[config.mk]
export PLATFORM = sky130hd
export DESIGN_NAME = irq_status_unit
export DESIGN_NICKNAME = d
export VERILOG_FILES = /design/src/rtl/irq_agg_pkg.sv /design/src/rtl/irq_reg_decode.sv /design/src/rtl/irq_src_latch.sv /design/src/rtl/irq_abort_capture.sv /design/src/rtl/irq_status_unit.sv
export SDC_FILE = /design/constraint.sdc
export NUM_CORES = 1
export LEC_CHECK = 0
export BUFFER_PORTS_ARGS = -buffer_cell sky130_fd_sc_hd__buf_2
export CAP_MARGIN = 20
export CORE_UTILIZATION = 51
export CTS_CLUSTER_DIAMETER = 30
export DETAILED_ROUTE_END_ITERATION = 7
export MAX_ROUTING_LAYER = met4
export PLACE_DENSITY = 0.89
export SETUP_SLACK_MARGIN = 0.5
export SLEW_MARGIN = 0
export SYNTH_ARGS = -nofsm -noshare
export SYNTH_HDL_FRONTEND = slang
export SYNTH_HIERARCHICAL = 1
export SYNTH_SLANG_ARGS = --single-unit
[constraint.sdc]
create_clock -name clk -period 4.8 [get_ports clk]
set_input_delay 0.48 -clock clk [delete_from_list [all_inputs] [get_ports clk]]
set_output_delay 0.48 -clock clk [all_outputs]
set_load 0.02 [all_outputs]
[src/rtl/irq_agg_pkg.sv]
package irq_agg_pkg;

    localparam int NSRC   = 12;
    localparam int ABRT_W = 13;
    localparam int NCLR   = 10;

    localparam int B_RX_UNDER  = 0;
    localparam int B_RX_OVER   = 1;
    localparam int B_RX_FULL   = 2;
    localparam int B_TX_OVER   = 3;
    localparam int B_TX_EMPTY  = 4;
    localparam int B_RD_REQ    = 5;
    localparam int B_TX_ABRT   = 6;
    localparam int B_RX_DONE   = 7;
    localparam int B_ACTIVITY  = 8;
    localparam int B_STOP_DET  = 9;
    localparam int B_START_DET = 10;
    localparam int B_GEN_CALL  = 11;

    typedef logic [NSRC-1:0]   src_vec_t;
    typedef logic [ABRT_W-1:0] abrt_vec_t;

    // level-following sources, everything else is sticky
    localparam src_vec_t LEVEL_SRC = src_vec_t'((1 << B_RX_FULL) | (1 << B_TX_EMPTY));
    localparam src_vec_t LATCH_SRC = ~LEVEL_SRC;

    // abort reason bits 6 and 8 are undefined
    localparam abrt_vec_t ABRT_DEFINED = abrt_vec_t'(~((1 << 6) | (1 << 8)));

    localparam int OFS_MSTAT    = 'h2C;
    localparam int OFS_MASK     = 'h30;
    localparam int OFS_RAW      = 'h34;
    localparam int OFS_CLR_ALL  = 'h40;
    localparam int OFS_CLR_BASE = 'h44;
    localparam int OFS_CLR_STEP = 4;
    localparam int OFS_ABRT     = 'h80;

    // source bit served by individual clear slot k
    function automatic int clr_slot_src(input int k);
        case (k)
            0:       return B_RX_UNDER;
            1:       return B_RX_OVER;
            2:       return B_TX_OVER;
            3:       return B_RD_REQ;
            4:       return B_TX_ABRT;
            5:       return B_RX_DONE;
            6:       return B_ACTIVITY;
            7:       return B_STOP_DET;
            8:       return B_START_DET;
            9:       return B_GEN_CALL;
            default: return B_RX_UNDER;
        endcase
    endfunction

endpackage

[src/rtl/irq_reg_decode.sv]
module irq_reg_decode
    import irq_agg_pkg::*;
#(
    parameter int ADDR_W = 8,
    parameter int DATA_W = 32
) (
    input  logic              clk,
    input  logic              rst_n,
    input  logic [ADDR_W-1:0] reg_addr,
    input  logic              reg_rd,
    input  logic              reg_wr,
    input  src_vec_t          raw_q,
    input  src_vec_t          mask_q,
    input  abrt_vec_t         abrt_q,
    output logic [DATA_W-1:0] rdata,
    output src_vec_t          clr_src,
    output logic              clr_abrt,
    output logic              mask_we
);

    localparam logic [ADDR_W-1:0] A_MSTAT   = ADDR_W'(OFS_MSTAT);
    localparam logic [ADDR_W-1:0] A_MASK    = ADDR_W'(OFS_MASK);
    localparam logic [ADDR_W-1:0] A_RAW     = ADDR_W'(OFS_RAW);
    localparam logic [ADDR_W-1:0] A_CLR_ALL = ADDR_W'(OFS_CLR_ALL);
    localparam logic [ADDR_W-1:0] A_ABRT    = ADDR_W'(OFS_ABRT);

    logic [NCLR-1:0] slot_hit;
    logic [NCLR-1:0] slot_val;
    src_vec_t        slot_clr [NCLR];

    for (genvar k = 0; k < NCLR; k++) begin : g_slot
        localparam int               SRC   = clr_slot_src(k);
        localparam logic [ADDR_W-1:0] SADDR = ADDR_W'(OFS_CLR_BASE + k * OFS_CLR_STEP);
        assign slot_hit[k] = (reg_addr == SADDR);
        assign slot_val[k] = raw_q[SRC];
        assign slot_clr[k] = (reg_rd && slot_hit[k]) ? src_vec_t'(1) << SRC : '0;
    end

    always_comb begin
        clr_src = '0;
        if (reg_rd && reg_addr == A_CLR_ALL) begin
            clr_src = LATCH_SRC;
        end else begin
            for (int k = 0; k < NCLR; k++) begin
                clr_src = clr_src | slot_clr[k];
            end
        end
        clr_abrt = clr_src[B_TX_ABRT];
        mask_we  = reg_wr && (reg_addr == A_MASK);
    end

    always_comb begin
        rdata = '0;
        if (reg_addr == A_MSTAT) begin
            rdata[NSRC-1:0] = raw_q & mask_q;
        end else if (reg_addr == A_MASK) begin
            rdata[NSRC-1:0] = mask_q;
        end else if (reg_addr == A_RAW) begin
            rdata[NSRC-1:0] = raw_q;
        end else if (reg_addr == A_CLR_ALL) begin
            rdata[0] = |(raw_q & LATCH_SRC);
        end else if (reg_addr == A_ABRT) begin
            rdata[ABRT_W-1:0] = abrt_q;
        end else begin
            rdata[0] = |(slot_hit & slot_val);
        end
    end

    // an individual clear never touches more than one source
    a_r4_single_target: assert property (@(posedge clk) disable iff (!rst_n)
        (reg_rd && reg_addr != A_CLR_ALL) |-> ($countones(clr_src) <= 1));

    // no clear without a read strobe
    a_r11_no_side_effect: assert property (@(posedge clk) disable iff (!rst_n)
        (!reg_rd) |-> (clr_src == '0));

endmodule

[src/rtl/irq_src_latch.sv]
module irq_src_latch
    import irq_agg_pkg::*;
(
    input  logic     clk,
    input  logic     rst_n,
    input  src_vec_t evt_in,
    input  logic     rx_full_lvl,
    input  logic     tx_empty_lvl,
    input  src_vec_t clr_src,
    output src_vec_t raw_q
);

    typedef struct packed {
        src_vec_t raw;
    } latch_state_t;

    latch_state_t s_d, s_q;
    src_vec_t     nxt;

    for (genvar i = 0; i < NSRC; i++) begin : g_bit
        if (LEVEL_SRC[i]) begin : g_level
            assign nxt[i] = (i == B_RX_FULL) ? rx_full_lvl : tx_empty_lvl;
        end else begin : g_sticky
            // a new event outranks a clear in the same cycle
            assign nxt[i] = evt_in[i] | (s_q.raw[i] & ~clr_src[i]);
        end
    end

    logic unused_evt_level;
    assign unused_evt_level = ^(evt_in & LEVEL_SRC);

    always_comb begin
        s_d     = s_q;
        s_d.raw = nxt;
    end

    always_ff @(posedge clk or negedge rst_n) begin
        if (!rst_n) s_q <= '0;
        else        s_q <= s_d;
    end

    assign raw_q = s_q.raw;

    // every sticky event pulse is visible next cycle, clear or not
    a_r7_set_wins: assert property (@(posedge clk) disable iff (!rst_n)
        (|(evt_in & LATCH_SRC)) |=>
        ((raw_q & $past(evt_in & LATCH_SRC)) == $past(evt_in & LATCH_SRC)));

    // bits not targeted by a clear keep their value
    a_r4_others_kept: assert property (@(posedge clk) disable iff (!rst_n)
        1'b1 |=> ((raw_q & $past(raw_q & ~clr_src & LATCH_SRC))
                  == $past(raw_q & ~clr_src & LATCH_SRC)));

endmodule

[src/rtl/irq_abort_capture.sv]
module irq_abort_capture
    import irq_agg_pkg::*;
(
    input  logic      clk,
    input  logic      rst_n,
    input  logic      abrt_evt,
    input  abrt_vec_t cause_in,
    input  logic      clr,
    output abrt_vec_t abrt_q
);

    typedef struct packed {
        abrt_vec_t why;
    } abrt_state_t;

    abrt_state_t s_d, s_q;

    always_comb begin
        s_d = s_q;
        if (clr) s_d.why = '0;
        if (abrt_evt) s_d.why = s_d.why | (cause_in & ABRT_DEFINED);
    end

    always_ff @(posedge clk or negedge rst_n) begin
        if (!rst_n) s_q <= '0;
        else        s_q <= s_d;
    end

    assign abrt_q = s_q.why;

    // undefined reason bits never set
    a_r8_reserved_zero: assert property (@(posedge clk) disable iff (!rst_n)
        (abrt_q & ~ABRT_DEFINED) == '0);

    // a clear with no new abort empties the register
    a_r9_clear_empties: assert property (@(posedge clk) disable iff (!rst_n)
        (clr && !abrt_evt) |=> (abrt_q == '0));

endmodule

[src/rtl/irq_status_unit.sv]
module irq_status_unit
    import irq_agg_pkg::*;
#(
    parameter int ADDR_W = 8,
    parameter int DATA_W = 32
) (
    input  logic              clk,
    input  logic              rst_n,
    input  logic [ADDR_W-1:0] reg_addr,
    input  logic              reg_wr,
    input  logic [DATA_W-1:0] reg_wdata,
    input  logic              reg_rd,
    output logic [DATA_W-1:0] reg_rdata,
    input  logic [11:0]       evt_in,
    input  logic              rx_full_lvl,
    input  logic              tx_empty_lvl,
    input  logic [12:0]       abrt_cause,
    output logic              irq
);

    typedef struct packed {
        src_vec_t mask;
        logic     irq;
    } top_state_t;

    top_state_t s_d, s_q;
    src_vec_t   raw_q;
    abrt_vec_t  abrt_q;
    src_vec_t   clr_src;
    logic       clr_abrt;
    logic       mask_we;

    logic unused_wdata_hi;
    assign unused_wdata_hi = ^reg_wdata[DATA_W-1:NSRC];

    irq_reg_decode #(.ADDR_W(ADDR_W), .DATA_W(DATA_W)) i_decode (
        .clk      (clk),
        .rst_n    (rst_n),
        .reg_addr (reg_addr),
        .reg_rd   (reg_rd),
        .reg_wr   (reg_wr),
        .raw_q    (raw_q),
        .mask_q   (s_q.mask),
        .abrt_q   (abrt_q),
        .rdata    (reg_rdata),
        .clr_src  (clr_src),
        .clr_abrt (clr_abrt),
        .mask_we  (mask_we)
    );

    irq_src_latch i_latch (
        .clk          (clk),
        .rst_n        (rst_n),
        .evt_in       (evt_in),
        .rx_full_lvl  (rx_full_lvl),
        .tx_empty_lvl (tx_empty_lvl),
        .clr_src      (clr_src),
        .raw_q        (raw_q)
    );

    irq_abort_capture i_abort (
        .clk      (clk),
        .rst_n    (rst_n),
        .abrt_evt (evt_in[B_TX_ABRT]),
        .cause_in (abrt_cause),
        .clr      (clr_abrt),
        .abrt_q   (abrt_q)
    );

    always_comb begin
        s_d = s_q;
        if (mask_we) s_d.mask = reg_wdata[NSRC-1:0];
        s_d.irq = |(raw_q & s_q.mask);
    end

    always_ff @(posedge clk or negedge rst_n) begin
        if (!rst_n) s_q <= '0;
        else        s_q <= s_d;
    end

    assign irq = s_q.irq;

    // interrupt line follows the masked status one cycle late
    a_r10_irq_rise: assert property (@(posedge clk) disable iff (!rst_n)
        (|(raw_q & s_q.mask)) |=> irq);
    a_r10_irq_fall: assert property (@(posedge clk) disable iff (!rst_n)
        (!(|(raw_q & s_q.mask))) |=> !irq);

    // combined clear with no new events empties all sticky bits
    a_r5_clear_all: assert property (@(posedge clk) disable iff (!rst_n)
        (reg_rd && reg_addr == ADDR_W'(OFS_CLR_ALL) && (evt_in & LATCH_SRC) == '0)
        |=> ((raw_q & LATCH_SRC) == '0));

endmodule

==> reports/results.tsv, run 1 <==
metric	value	unit
status	completed	
Post-CTS Resized	0	
Reg clk slew, reported paths	0.08	ns
I/O pin cnt	104	
Tcrit/Tclk final	0.6059	
fmax	343.8	MHz
TNS Setup	0	ns
Crit-path slowest cell	o21a_1	
reg2reg start	i_latch/raw_q[3]	
Slew Limit Fails	0	
Rel. slew slack	0.4816	
TritonCTS clock tree	done	
clock skew	0.004022	ns
worst-margin pin slew	0.7775	ns
met3 usage	0.05428	
Post CTS Setup Buffer Count	0	
CP Launch Point	reg_addr[5]	
Top Usage Layer GRT	met2	
Die Y	68.88	um
CP Depth	7	
most used cell, CP	buf_2	
CP Launch Type	input pin	
share of layout cells above drive strength 1	0.3333	
leakage power	1.252	nW
# nets final	376	
initial antenna violation count	0	
WP buf/inv	2	
Crit Path Category	input pin to output pin	
gr usage total	0.2569	
Routability Congestion	0.9056	
PD cells	251.4	mW/mm^2
Clock Tree Root	clkbuf_8	
Worst-Skew Late Latency	0.29	ns
VDD IR max	0.0001389	V
CP Cell Sequence	buf_2 > or3b_1 > nor3_1 > o21a_1 > a31oi_1 > a221o_1 > buf_2	
Arr. time, crit path	2.43	ns
Die Width	68.88	um
P&R area growth vs syn	13.22	%
full die area	0.004744	sq mm
Clock Sinks	36	
pin count of the biggest net entering global routing	37	
DRC viols	0	
maxcap violations	0	
Worst Path Max Fanout	11	
RSZ-0062 raised after global routing	no	
Post-CTS Hold Buffers	0	
crit end category	output pin	
Final Hold Fails	0	
FF-to-FF End	irq	
detailed-route wire length per cell	14.87	um
Starting Density	0.5504	
grt met2 use	0.3932	
cells after synthesis	252	
critical path endpoint	reg_rdata[0]	
DRT iter0 DRCs	138	
clock buffer depth	2	
gr ovfl total	0	
Core Region	0.004144	sq mm
worst reg2reg path depth	3	
cell family with most CP delay	compound AO/OA/AOI/OAI gates	
H-tree levels	2	
Tmin final	2.908	ns
Cell Area, Synth	0.002281	sq mm
total routed wirelength	5295	um
row count	23	
yosys warns	6	
DRT Pass-1 Iters	4	
post-route total power	649.1	uW
grt met1 use	0.3299	
Final setup viols	0	
worst min-delay path category	input pin to asynchronous set/reset pin	
remaining antenna violation count	0	
Worst path max stage delay	0.41	ns
HPWL after DPL	3884	um
Vias/cell	5.449	
required time worst endpoint	4.32	ns
via count	1940	
ANT cells	0	
Reg2Reg Setup Slack	3.67	ns
vias in the first global route	1836	
Num CTS Buffers	5	
global-route wire length before repair	8556	um
Mapped Avg Cell Area	9.051	sq um
# port buffers	60	
worst reg2reg max path, stage by stage, from the launching register on:
cell      delay, ns
dfrtp_1        0.42
a22o_1         0.25
a221oi_2       0.20
nand3_1        0.12
per-stage QoR:
stage	hold slack, ns	setup slack (ns)	instance area [sq um]	utilization	instances
after floorplan	0.1844	2.265	2352	-	271
after global placement	0.4941	1.928	2481	0.5987	347
after detailed placement	0.5063	1.961	2486	0.5999	348
after CTS	0.2871	1.938	2582	0.6232	356
after global routing	0.2821	1.826	2582	0.6232	356
final	0.2528	1.892	2582	0.6232	356
per-layer routing:
layer	vias up	routed length (um)
li1	934	-
met1	893	2224
met2	104	2541
met3	9	440
met4	0	89
met5	-	0
final cells by class:
class	count	area, sq um
Fill cell	355	1562
Multi-Input combinational cell	177	1124
Sequential cell	36	900.9
Tap cell	50	62.56
Clock inverter	2	13.76
Inverter	23	86.33
Timing Repair Buffer	62	312.8
Clock buffer	6	82.58
flip-flops by register name, indices dropped and copies added, names as in the netlist:
name / flops
i_latch/raw_q: 12
i_abort/abrt_q: 11
irq: 1
s_q: 12
cell usage in the layout (no fill, tap or decap), types with 3 or more instances in the layout:
cell and instances:
inv_1 23, clkbuf_8 6, o21ai_2 10, mux2_2 14, a22o_1 4, and3_1 3, xor2_1 4, conb_1 21
a21o_1 10, o21ai_1 4, nor3_1 4, o21ai_0 8, a21oi_1 13, nor4_1 6, nand4_1 3, dfrtp_1 36
nand2_1 23, buf_2 61, a221oi_2 3, nor2_1 18
worst min-delay path by stage:
| stage | endpoint | slack [ns] | depth (start not counted) |
|---|---|---|---|
| final | i_latch/raw_q[9] | 0.25 | 1 |
| after global routing | i_latch/raw_q[4] | 0.28 | 1 |
| after CTS | s_q[2] | 0.29 | 1 |
| after detailed placement | i_abort/abrt_q[4] | 0.51 | 2 |
| after global placement | i_abort/abrt_q[7] | 0.49 | 2 |
| after floorplan | i_abort/abrt_q[0] | 0.18 | 0 |
power breakdown:
group / switching (mW) / internal (mW) / total (mW)
clock: 0.118 / 0.117 / 0.235
sequential: 0.00772 / 0.313 / 0.321
combinational: 0.0577 / 0.0354 / 0.0931
Power figures use the tool's default switching activity.
==> run 2, diff against run 1 <==
Settings changed: ABC_AREA set to 1, CORE_UTILIZATION 51 to 43, PLACE_DENSITY 0.89 to 0.79.
Clock period 4.8 ns to 2.65 ns, I/O delays scaled along.
==> reports/results.tsv, run 2 <==
metric	value	unit	change
clock skew	0.007048	ns	was 0.004022 ns
Logic pwr share	0.130		was 0.143
final worst-path setup slack	0.5784	ns	was 1.892 ns
ANT cells	0		unchanged
via count	2137		was 1940
cells after synthesis	322		was 252
CP Launch Type	input pin		unchanged
initial antenna violation count	0		unchanged
worst min-delay path category	input pin to asynchronous set/reset pin		unchanged
Reg clk slew, reported paths	0.07	ns	was 0.08 ns
Post-CTS Resized	0		unchanged
Arr. time, crit path	1.81	ns	was 2.43 ns
# port buffers	60		unchanged
Vias/cell	4.728		was 5.449
H-tree levels	2		unchanged
TNS Setup	0	ns	unchanged
Worst-Skew Late Latency	0.29	ns	about the same
Die Y	76.59	um	was 68.88 um
share of layout cells above drive strength 1	0.2670		was 0.3333
full die area	0.005866	sq mm	was 0.004744 sq mm
Core Region	0.005238	sq mm	was 0.004144 sq mm
Rel. slew slack	0.4842		was 0.4816
hold slack	0.04236	ns	was 0.2528 ns
Cell Area, Synth	0.002392	sq mm	was 0.002281 sq mm
Tcrit/Tclk final	0.7817		
leakage power	1.438	nW	was 1.252 nW
Sequential Power Share	0.477		was 0.494
detailed-route wire length per cell	11.78	um	was 14.87 um
clock buffer depth	2		unchanged
post-route total power	1.223	mW	was 649.1 uW
total routed wirelength	5325	um	was 5295 um
gr ovfl total	0		unchanged
Post-CTS Hold Buffers	0		unchanged
Crit Path Category	input pin to output pin		unchanged
yosys warns	6		unchanged
gr usage total	0.2004		was 0.2569
required time worst endpoint	2.38	ns	was 4.32 ns
Core Util, Final	0.5246		was 0.6232
post-place setup slack	0.6548	ns	was 1.961 ns
fmax	482.7	MHz	
VDD IR max	0.0002416	V	was 0.0001389 V
RSZ-0062 raised after global routing	no		unchanged
Slew Limit Fails	0		unchanged
Clock Sinks	36		unchanged
# nets final	452		was 376
pin count of the biggest net entering global routing	37		unchanged
sw frac	0.2619		was 0.2825
Net Switching	320.4	uW	was 183.4 uW
Starting Density	0.4568		was 0.5504
DRC viols	0		unchanged
Clk pwr share	0.393		was 0.362
Worst Path Max Fanout	13		was 11
TritonCTS clock tree	done		unchanged
Num CTS Buffers	5		unchanged
global-route wire length before repair	9101	um	was 8556 um
DRT iter0 DRCs	146		was 138
number of fill cells	496		was 355
crit end category	output pin		unchanged
Tmin final	2.072	ns	
worst-margin pin slew	0.7679	ns	was 0.7775 ns
Final Hold Fails	0		unchanged
status	completed		unchanged
commonest non-fill, non-tap cell in the layout	nand2_1		was buf_2
vias in the first global route	1956		was 1836
HPWL after DPL	4016	um	was 3884 um
P&R area growth vs syn	14.85	%	was 13.22%
most frequent cells in the layout	121 x nand2_1, 60 x buf_2, 36 x dfrtp_1		was 61 x buf_2, 36 x dfrtp_1, 23 x inv_1, 23 x nand2_1, 21 x conb_1
Die Width	76.59	um	was 68.88 um
row count	26		was 23
I/O pin cnt	104		unchanged
Clock Tree Root	clkbuf_8		unchanged
DRT Pass-1 Iters	4		unchanged
Mapped Avg Cell Area	7.429	sq um	was 9.051 sq um
remaining antenna violation count	0		unchanged
Pint	903.0	uW	was 465.8 uW
Final setup viols	0		unchanged
PD cells	445.3	mW/mm^2	was 251.4 mW/mm^2
maxcap violations	0		unchanged
Routability Congestion	0.8305		was 0.9056
Post CTS Setup Buffer Count	0		unchanged
==> run 2: path summary, 6_finish.rpt <==
path                                    from                 to  slack (ns)  depth (start not counted)
setup / recovery                 reg_addr[4]      reg_rdata[11]        0.58                          7
hold / removal                         rst_n             s_q[5]        0.04                          1
setup reg to reg            i_latch/raw_q[5]                irq        1.75                          4
hold reg to reg            i_abort/abrt_q[1]  i_abort/abrt_q[1]        0.48                          2
max in group asynchronous              rst_n   i_latch/raw_q[9]        2.11                          1
min in group clk                 rx_full_lvl   i_latch/raw_q[2]        0.07                          1
==> run 2: power groups by stage <==
stage / combinational [mW] / clock (mW) / sequential, mW
final: 0.159 / 0.481 / 0.583
after CTS: 0.160 / 0.487 / 0.583
after global placement: 0.156 / 0 / 0.592
after global routing: 0.177 / 0.511 / 0.585
after floorplan: 0.115 / 0 / 0.595
after detailed placement: 0.160 / 0 / 0.593
==> run 2: per-stage QoR <==
step | cells | area, sq um
detailed placement | 444 | 2636
finish | 452 | 2748
CTS | 452 | 2748
floorplan | 341 | 2464
global placement | 444 | 2636
global route | 452 | 2748
==> run 2: routing by layer <==
| metal | vias to the layer above | track usage | part of all wire |
|---|---|---|---|
| met3 | 10 | 0.03473 | 0.056 |
| met5 | - | - | 0 |
| met4 | 0 | 0.07885 | 0.018 |
| met1 | 956 | 0.2536 | 0.45 |
| met2 | 87 | 0.3189 | 0.47 |
| li1 | 1084 | - | - |
==> run 2: layout make-up <==
| class | count | area, sq um | area share |
|---|---|---|---|
| sequential | 36 | 900.9 | 0.3279 |
| timing repair buffer | 62 | 315.3 | 0.1148 |
| multi-input combinational | 242 | 1205 | 0.4385 |
| clock buffer | 5 | 68.82 | 0.02505 |
| tap | 70 | 87.58 | 0.03188 |
| clock inverter | 3 | 42.54 | 0.01548 |
| inverter | 34 | 127.6 | 0.04645 |
==> run 2: critical path: stages <==
cell	delay (ns)
buf_2	0.12
inv_2	0.09
nand2_2	0.09
nor4_4	0.70
o21ai_0	0.16
a21oi_1	0.19
buf_2	0.19
